## src/rtl/clkwd_pkg.sv

```systemverilog
package clkwd_pkg;
   // control byte layout, decoded by the register front end
   localparam int CTL_PROG_BIT  = 7;
   localparam int CTL_ARM_BIT   = 6;
   localparam int CTL_ALARM_BIT = 5;
   localparam int SAFE_W        = 5;

   typedef struct packed {
      logic              prog_en;
      logic              arm;
      logic              alarm;
      logic [SAFE_W-1:0] safe;
   } ctl_byte_t;
endpackage

```

## src/rtl/clkwd_prescaler.sv

```systemverilog
module clkwd_prescaler #(
   parameter int UNIT_CYCLES = 14_500_000
) (
   input  logic clk,
   input  logic rst_n,
   input  logic run,
   output logic tick
);
   if (UNIT_CYCLES < 1) begin : g_bad_unit
      $error("UNIT_CYCLES must be at least 1");
   end

   if (UNIT_CYCLES == 1) begin : g_direct
      assign tick = run;
   end else begin : g_count
      localparam int PW = $clog2(UNIT_CYCLES);
      localparam logic [PW-1:0] LAST = PW'(UNIT_CYCLES - 1);
      logic [PW-1:0] pre_q;
      logic          wrap;

      assign wrap = (pre_q == LAST);
      assign tick = run & wrap;

      always_ff @(posedge clk or negedge rst_n) begin
         if (!rst_n)          pre_q <= '0;
         else if (!run)       pre_q <= '0;
         else if (wrap)       pre_q <= '0;
         else                 pre_q <= pre_q + 1'b1;
      end


      pre_range_chk: assert property (@(posedge clk) disable iff (!rst_n)
         !run |=> pre_q == '0);
   end
endmodule

```

## src/rtl/clkwd_downcount.sv

```systemverilog
module clkwd_downcount #(
   parameter int CNT_W     = 8,
   parameter int CNT_RESET = 16
) (
   input  logic             clk,
   input  logic             rst_n,
   input  logic             armed,
   input  logic             wr,
   input  logic [CNT_W-1:0] wdata,
   input  logic [CNT_W-1:0] hold_val,
   input  logic             tick,
   output logic             counting,
   output logic             fire,
   output logic             expired
);
   logic [CNT_W-1:0] rem_q;
   logic             load;
   logic [CNT_W-1:0] load_val;
   logic             at_zero;

   assign load     = wr | ~armed;
   assign load_val = wr ? wdata : hold_val;
   assign at_zero  = (rem_q == '0);
   assign fire     = armed & ~wr & ~expired & at_zero;
   assign counting = armed & ~wr & ~expired & ~at_zero;

   always_ff @(posedge clk or negedge rst_n) begin
      if (!rst_n) begin
         rem_q   <= CNT_W'(CNT_RESET);
         expired <= 1'b0;
      end else if (load) begin
         rem_q   <= load_val;
         expired <= 1'b0;
      end else if (fire) begin
         expired <= 1'b1;
      end else if (tick) begin
         rem_q   <= rem_q - 1'b1;
      end
   end


   rem_monotone_chk: assert property (@(posedge clk) disable iff (!rst_n)
      !load |=> rem_q <= $past(rem_q));

   expired_hold_chk: assert property (@(posedge clk) disable iff (!rst_n)
      (expired && !load) |=> expired);
endmodule

```

## src/rtl/clkwd_rst_stretch.sv

```systemverilog
module clkwd_rst_stretch #(
   parameter int RST_CYCLES = 16
) (
   input  logic clk,
   input  logic rst_n,
   input  logic trig,
   output logic rst_out_n
);
   if (RST_CYCLES < 1) begin : g_bad_len
      $error("RST_CYCLES must be at least 1");
   end

   if (RST_CYCLES == 1) begin : g_single
      logic low_q;
      always_ff @(posedge clk or negedge rst_n) begin
         if (!rst_n) low_q <= 1'b0;
         else        low_q <= trig;
      end
      assign rst_out_n = ~low_q;
   end else begin : g_counter
      localparam int RW = $clog2(RST_CYCLES + 1);
      logic [RW-1:0] left_q;
      always_ff @(posedge clk or negedge rst_n) begin
         if (!rst_n)              left_q <= '0;
         else if (trig)           left_q <= RW'(RST_CYCLES);
         else if (left_q != '0)   left_q <= left_q - 1'b1;
      end
      assign rst_out_n = (left_q == '0);
   end


   pulse_start_chk: assert property (@(posedge clk) disable iff (!rst_n)
      trig |=> !rst_out_n);

   pulse_cause_chk: assert property (@(posedge clk) disable iff (!rst_n)
      $fell(rst_out_n) |-> $past(trig));
endmodule

```

## src/rtl/clkcfg_watchdog.sv

```systemverilog
module clkcfg_watchdog
   import clkwd_pkg::*;
#(
   parameter int CNT_W       = 8,
   parameter int UNIT_CYCLES = 14_500_000,
   parameter int CNT_RESET   = 16,
   parameter int RST_CYCLES  = 16
) (
   input  logic              clk,
   input  logic              rst_n,
   input  logic              strap_wd_en,
   input  logic              cnt_wr,
   input  logic [CNT_W-1:0]  cnt_wdata,
   input  logic              ctl_wr,
   input  logic [7:0]        ctl_wdata,
   input  logic [SAFE_W-1:0] freq_sel_in,
   output logic [CNT_W-1:0]  count_q,
   output logic [7:0]        ctl_q,
   output logic              sys_rst_n,
   output logic [SAFE_W-1:0] freq_sel_out
);
   if (CNT_W < 1 || CNT_W > 16) begin : g_bad_w
      $error("CNT_W out of range");
   end
   if (CNT_RESET < 0 || CNT_RESET >= (1 << CNT_W)) begin : g_bad_rst
      $error("CNT_RESET does not fit CNT_W");
   end

   ctl_byte_t        wr_byte;
   logic [CNT_W-1:0] count_reg;
   logic             prog_en_q, sw_arm_q, sw_seen_q, alarm_q;
   logic [SAFE_W-1:0] safe_q;
   logic             wd_en, counting, tick, fire, expired;

   assign wr_byte = ctl_wdata;
   assign wd_en   = sw_seen_q ? sw_arm_q : strap_wd_en;

   always_ff @(posedge clk or negedge rst_n) begin
      if (!rst_n) begin
         count_reg <= CNT_W'(CNT_RESET);
         prog_en_q <= 1'b0;
         sw_arm_q  <= 1'b0;
         sw_seen_q <= 1'b0;
         safe_q    <= '0;
      end else begin
         if (cnt_wr) count_reg <= cnt_wdata;
         if (ctl_wr) begin
            prog_en_q <= wr_byte.prog_en;
            sw_arm_q  <= wr_byte.arm;
            sw_seen_q <= 1'b1;
            safe_q    <= wr_byte.safe;
         end
      end
   end

   // alarm: set by a timeout, cleared only by writing zero; set wins
   always_ff @(posedge clk or negedge rst_n) begin
      if (!rst_n)                          alarm_q <= 1'b0;
      else if (fire)                       alarm_q <= 1'b1;
      else if (ctl_wr && !wr_byte.alarm)   alarm_q <= 1'b0;
   end

   clkwd_downcount #(.CNT_W(CNT_W), .CNT_RESET(CNT_RESET)) u_count (
      .clk(clk), .rst_n(rst_n), .armed(wd_en), .wr(cnt_wr),
      .wdata(cnt_wdata), .hold_val(count_reg), .tick(tick),
      .counting(counting), .fire(fire), .expired(expired));

   clkwd_prescaler #(.UNIT_CYCLES(UNIT_CYCLES)) u_pre (
      .clk(clk), .rst_n(rst_n), .run(counting), .tick(tick));

   clkwd_rst_stretch #(.RST_CYCLES(RST_CYCLES)) u_rst (
      .clk(clk), .rst_n(rst_n), .trig(fire), .rst_out_n(sys_rst_n));

   assign count_q      = count_reg;
   assign ctl_q        = {prog_en_q, wd_en, alarm_q, safe_q};
   assign freq_sel_out = alarm_q ? safe_q : freq_sel_in;


   alarm_cause_chk: assert property (@(posedge clk) disable iff (!rst_n)
      $rose(alarm_q) |-> $past(fire));

   alarm_set_wins_chk: assert property (@(posedge clk) disable iff (!rst_n)
      fire |=> alarm_q);

   reload_clears_chk: assert property (@(posedge clk) disable iff (!rst_n)
      cnt_wr |=> !expired);

   disarmed_quiet_chk: assert property (@(posedge clk) disable iff (!rst_n)
      !wd_en |-> !fire);
endmodule

```

## config.mk

```make
export PLATFORM = sky130hd
export DESIGN_NAME = clkcfg_watchdog
export DESIGN_NICKNAME = d
export VERILOG_FILES = /design/src/rtl/clkwd_pkg.sv /design/src/rtl/clkwd_prescaler.sv /design/src/rtl/clkwd_downcount.sv /design/src/rtl/clkwd_rst_stretch.sv /design/src/rtl/clkcfg_watchdog.sv
export SDC_FILE = /design/constraint.sdc
export NUM_CORES = 1
export LEC_CHECK = 0
export BUFFER_PORTS_ARGS = -buffer_cell sky130_fd_sc_hd__buf_4
export CAP_MARGIN = 20
export CORE_UTILIZATION = 50
export DETAILED_ROUTE_END_ITERATION = 16
export PLACE_DENSITY = 0.77
export SYNTH_ARGS = -nofsm -noshare
export SYNTH_HDL_FRONTEND = slang
export SYNTH_SLANG_ARGS = --single-unit
```

## constraint.sdc

```tcl
create_clock -name clk -period 3.15 [get_ports clk]
set_clock_uncertainty 0.2 [all_clocks]
set_input_delay 0.4725 -clock clk [delete_from_list [all_inputs] [get_ports clk]]
set_output_delay 0.4725 -clock clk [all_outputs]
set_load 0.05 [all_outputs]
```

# Yosys cells after proc, flatten, opt, wreduce, memory -nomap -nowiden
# Cells that the tools add are included.
# Widths: inputs -> output; s select.
word_totals:
  wordCells: 49
  inputBits: 26
  ff_bits: 55
  out_inout_bits: 22
classes:
  n_bitwise: 10
  eq_ne: 2
  n_mux: 14
  addsub: 3
  n_reduce_logical: 10
op_table:
  columns: ["cell", "n"]
  rows:
  - ["$mux 24", 2]
  - ["$mux 8", 4]
  - ["$add 24x1->24 const B", 1]
  - ["$eq 24x24->1 const B", 1]
  - ["$mux 5", 3]
  - ["$logic_not 8->1", 1]
  - ["$reduce_bool 2->1", 4]
  - ["$sub 8x1->8 const B", 1]
  - ["$and 1x1->1", 5]
  - ["$logic_not 5->1", 1]
  - ["$mux 1", 5]
  - ["$reduce_bool 5->1", 1]
  - ["$sub 5x1->5 const B", 1]
  - ["$not 1->1", 4]
  - ["$ne 2x1->1 const B", 1]
  - ["$reduce_and 2->1", 1]
  - ["$logic_and 1x1->1", 1]
  - ["$logic_not 1->1", 1]
  - ["$or 1x1->1", 1]

# Longest topological paths before layout
depth:
  ltp_word: 8
  depth_mapped: 7
  depth_no_buf: 7

# By module
# Synthesis repeated with hierarchy kept, for this count alone.
unflattened:
  cells_unflattened: 282
  hier_area_um2: 3041.7
modules_own_cells:
  columns: ["mod", "cells_per_inst", "seq_area_each_um2", "area_per_inst_um2", "instances"]
  rows:
  - ["clkwd_prescaler", 134, 600.6, 1308.8, 1]
  - ["clkcfg_watchdog", 47, 426.7, 814.5, 1]
  - ["clkwd_downcount", 75, 226.5, 663.1, 1]
  - ["clkwd_rst_stretch", 26, 125.1, 255.2, 1]

# Worst setup path before layout
# No wires, ideal clock.
synth_path:
  path_type: "reg2out"
  start: "register u_rst.g_counter.left_q[0]"
  end: "output port sys_rst_n"
  path_slack_ps: 611
  n_path_buf: 0
  t_required_ps: 2477
  t_arrival_ps: 1867
  path_stages_with_launch: 5
  cell_sequence: "dfrtp_1 > inv_1 > ha_1 > or3b_2 > nor2_1"
synth_via:
  elab_chain_len: 1
synth_lines:
  columns: ["item", "line_no", "source"]
  rows:
  - ["start, declared", "clkwd_rst_stretch.sv:22", "logic [RW-1:0] left_q;"]
  - ["start signal, assigned", "clkwd_rst_stretch.sv:25", "else if (trig) left_q <= RW'(RST_CYCLES);"]
  - ["start signal, assigned", "clkwd_rst_stretch.sv:26", "else if (left_q != '0) left_q <= left_q - 1'b1;"]
  - ["$logic_not 5->1", "clkwd_rst_stretch.sv:28", "assign rst_out_n = (left_q == '0);"]
  - ["end, declared", "clkcfg_watchdog.sv:19", "output logic sys_rst_n,"]
# No other way between the ends.

# Final worst setup path
# Ends and elaborated chain as after synthesis.

==> results.sh <==
export IMPL_status="completed"
export IMPL_clkTransAtPathRegs_ns=0.09
export IMPL_post_place_ws_ns=0.703
export IMPL_avgViaCountPerCell=5.28
export IMPL_die_area_um2=5700
export IMPL_layout_setup_ws_ns=0.460
export IMPL_hold_viol_final=0
export IMPL_via_count=1958
export IMPL_start_util=0.525
export IMPL_drt_first_iter_violations=53
export IMPL_required_ns=2.48
export IMPL_synth_fp_nets=285
export IMPL_irDropWorstVdd_mv=0.226
export IMPL_wl_per_cell_um=13.3
export IMPL_hp_class="input pin to async pin"
export IMPL_cts_hold_buffers=0
export IMPL_clock_sinks=55
export IMPL_path_max_fanout=6
export IMPL_cp_end_kind="primary output"
export IMPL_final_cell_mix="dfrtp_1, buf_4, nor2_1"
export IMPL_worst_slew_pin_slew_ns=0.668
export IMPL_grt_pass1_vias=1660
export IMPL_slew_headroom=0.551
export IMPL_synth_avg_cell_area_um2=10.5
export IMPL_mostFrequentLayoutCell="dfrtp_1"
export IMPL_first_pass_iters=4
export IMPL_core_um2=5140
export IMPL_clkLatencyLatePin_ns=0.30
export IMPL_clockRootBuffer="clkbuf_8"
export IMPL_die_x_um=75.5
export IMPL_final_antenna_net_count=0
export IMPL_antennaDiodeCount=0
export IMPL_crit_path_start="u_rst.g_counter.left_q[0]$_DFFE_PN0P_"
export IMPL_syn2layout_area_growth_pct=18.8
export IMPL_total_power_mw=1.65
export IMPL_hpwlAfterDp_um=3500
export IMPL_fmax_ghz=0.372
export IMPL_cts_max_path_buffers=2
export IMPL_io_pins=48
export IMPL_overflow=0
export IMPL_cts_tree="built"
export IMPL_setup_tns_final_ns=0
export IMPL_yosysWarnings=0
export IMPL_cts_made_buffers=5
export IMPL_min_period_ns=2.69
export IMPL_rsz0062_at_grt="no"
export IMPL_io_buffers=47
export IMPL_track_usage=0.180
export IMPL_layout_drive_gt1_share=0.296
export IMPL_drv_slew=0
export IMPL_cts_resized=0
export IMPL_finalInstanceArea_um2=3210
export IMPL_start_kind="flip-flop"
export IMPL_rows=26
export IMPL_die_h_um=75.5
export IMPL_min_period_over_period=0.854
export IMPL_fin_nets=330
export IMPL_htreeDepth=2
export IMPL_synth_cells=256
export IMPL_routabilityCongestion=0.836
export IMPL_grt_antenna_before_repair=0
export IMPL_fillers=415
export IMPL_whs_ns=0.00256
export IMPL_cts_setup_buffers=0
export IMPL_yosysUniqueCellTypes=39
export IMPL_powerDensity_nw_per_um2=515
export IMPL_syn_area_um2=2700
export IMPL_drt_wl_total_um=4950
export IMPL_drc=0
export IMPL_grt_max_degree=56
export IMPL_cellLeakagePower_nw=1.38
export IMPL_synth_seq_area_share=0.511
export IMPL_postPlaceCellArea_um2=3100
export IMPL_maxCapViolCount=0
export IMPL_finalSetupViolCount=0
export IMPL_r2r_start="u_pre.g_count.pre_q[15]$_DFF_PN0_"
export IMPL_worstSetupPathType="flip-flop to primary output"
export IMPL_ys_ff_latch=55
export IMPL_arrival_ns=2.02
export IMPL_grt_pass1_wl_um=7620
-- stage by stage --
stage                util  std cells
floorplan               -        256
global placement    0.602        363
detailed placement  0.602        363
CTS                 0.622        370
global route        0.624        371
finish              0.624        371
-- area by class of cell --
| type | instances | area, µm² | area share |
|---|---|---|---|
| Sequential cell | 55 | 1380 | 0.430 |
| Multi-Input combinational cell | 177 | 1220 | 0.380 |
| Timing Repair Buffer | 50 | 375 | 0.117 |
| Tap cell | 70 | 87.6 | 0.0273 |
| Clock buffer | 6 | 72.6 | 0.0226 |
| Inverter | 12 | 45.0 | 0.0140 |
| Clock inverter | 1 | 30.0 | 0.00936 |
-- critical path, stage by stage (launching register included) --
cell     delay [ns]
dfrtp_1        0.38
inv_1          0.09
ha_1           0.17
or3b_2         0.46
nor2_1         0.35
buf_4          0.28
-- registers in the layout, indices dropped and copies added (netlist names), 5 cells and up --
name / cells
u_rst.g_counter.left_q: 5
count_q: 8
u_pre.g_count.pre_q: 24
safe_q: 5
u_count.rem_q: 8
-- kinds of logic after synthesis --
family	Yosys count	synth area share
compound gates	18	0.0468
xor+xnor	24	0.0779
fa+ha+maj	3	0.0139
buf+inv	24	0.0380
flops	55	0.511
mux	24	0.0992
simple gates	108	0.213
-- per-layer routing --
metal	wire [µm]	GRT usage	vias up
met2	2190	0.290	48
met5	0	0	-
li1	-	-	978
met4	57	0.0494	0
met1	2430	0.242	927
met3	270	0.0476	5
-- worst paths after layout --
check	end	slack, ns	cells past startpoint
max	sys_rst_n	0.46	5
min	u_rst.g_counter.left_q[4]$_DFFE_PN0P_	0.003	1
max reg2reg	u_count.rem_q[3]$_DFFE_PN0P_	0.71	5
min reg2reg	u_pre.g_count.pre_q[0]$_DFF_PN0_	0.26	1
max in group asynchronous	u_pre.g_count.pre_q[1]$_DFF_PN0_	2.30	1
min in group clk	safe_q[1]$_DFFE_PN0P_	0.19	2
-- cell usage after synthesis (all sizes together) --
| library cell | count | area share |
|---|---|---|
| nand4 | 8 | 0.024 |
| xor2 | 9 | 0.029 |
| inv | 12 | 0.017 |
| nor3 | 10 | 0.019 |
| dfstp | 2 | 0.019 |
| nand2b | 2 | 0.0046 |
| and4bb | 1 | 0.0046 |
| nand2 | 10 | 0.014 |
| nor2 | 45 | 0.063 |
| xnor2 | 15 | 0.049 |
| ha | 3 | 0.014 |
| dfrtp | 53 | 0.49 |
| o41ai | 2 | 0.0065 |
| buf | 4 | 0.010 |
| a31o | 1 | 0.0032 |
| and2 | 2 | 0.0046 |
| or3b | 1 | 0.0032 |
| nand3 | 10 | 0.019 |
| a31oi | 7 | 0.019 |
| nor4 | 4 | 0.015 |
| mux2i | 2 | 0.0074 |
| or4 | 3 | 0.0097 |
| o21ai | 1 | 0.0019 |
| or3 | 2 | 0.0046 |
| or2 | 2 | 0.0046 |
| o31ai | 2 | 0.0056 |
| and3 | 2 | 0.0046 |
| nand4b | 2 | 0.0065 |
| clkbuf | 8 | 0.011 |
| or4b | 1 | 0.0037 |
| a21oi | 3 | 0.0056 |
| mux2 | 22 | 0.092 |
| a21o | 2 | 0.0056 |
| and4 | 3 | 0.0097 |
-- power breakdown --
group / internal, mW / leakage [nW] / switching [mW]
Clock: 0.233 / 0.0513 / 0.208
Sequential: 0.773 / 0.698 / 0.0461
Combinational: 0.151 / 0.632 / 0.241
Total: 1.16 / 1.38 / 0.495
(Power assumes the default switching activity.)
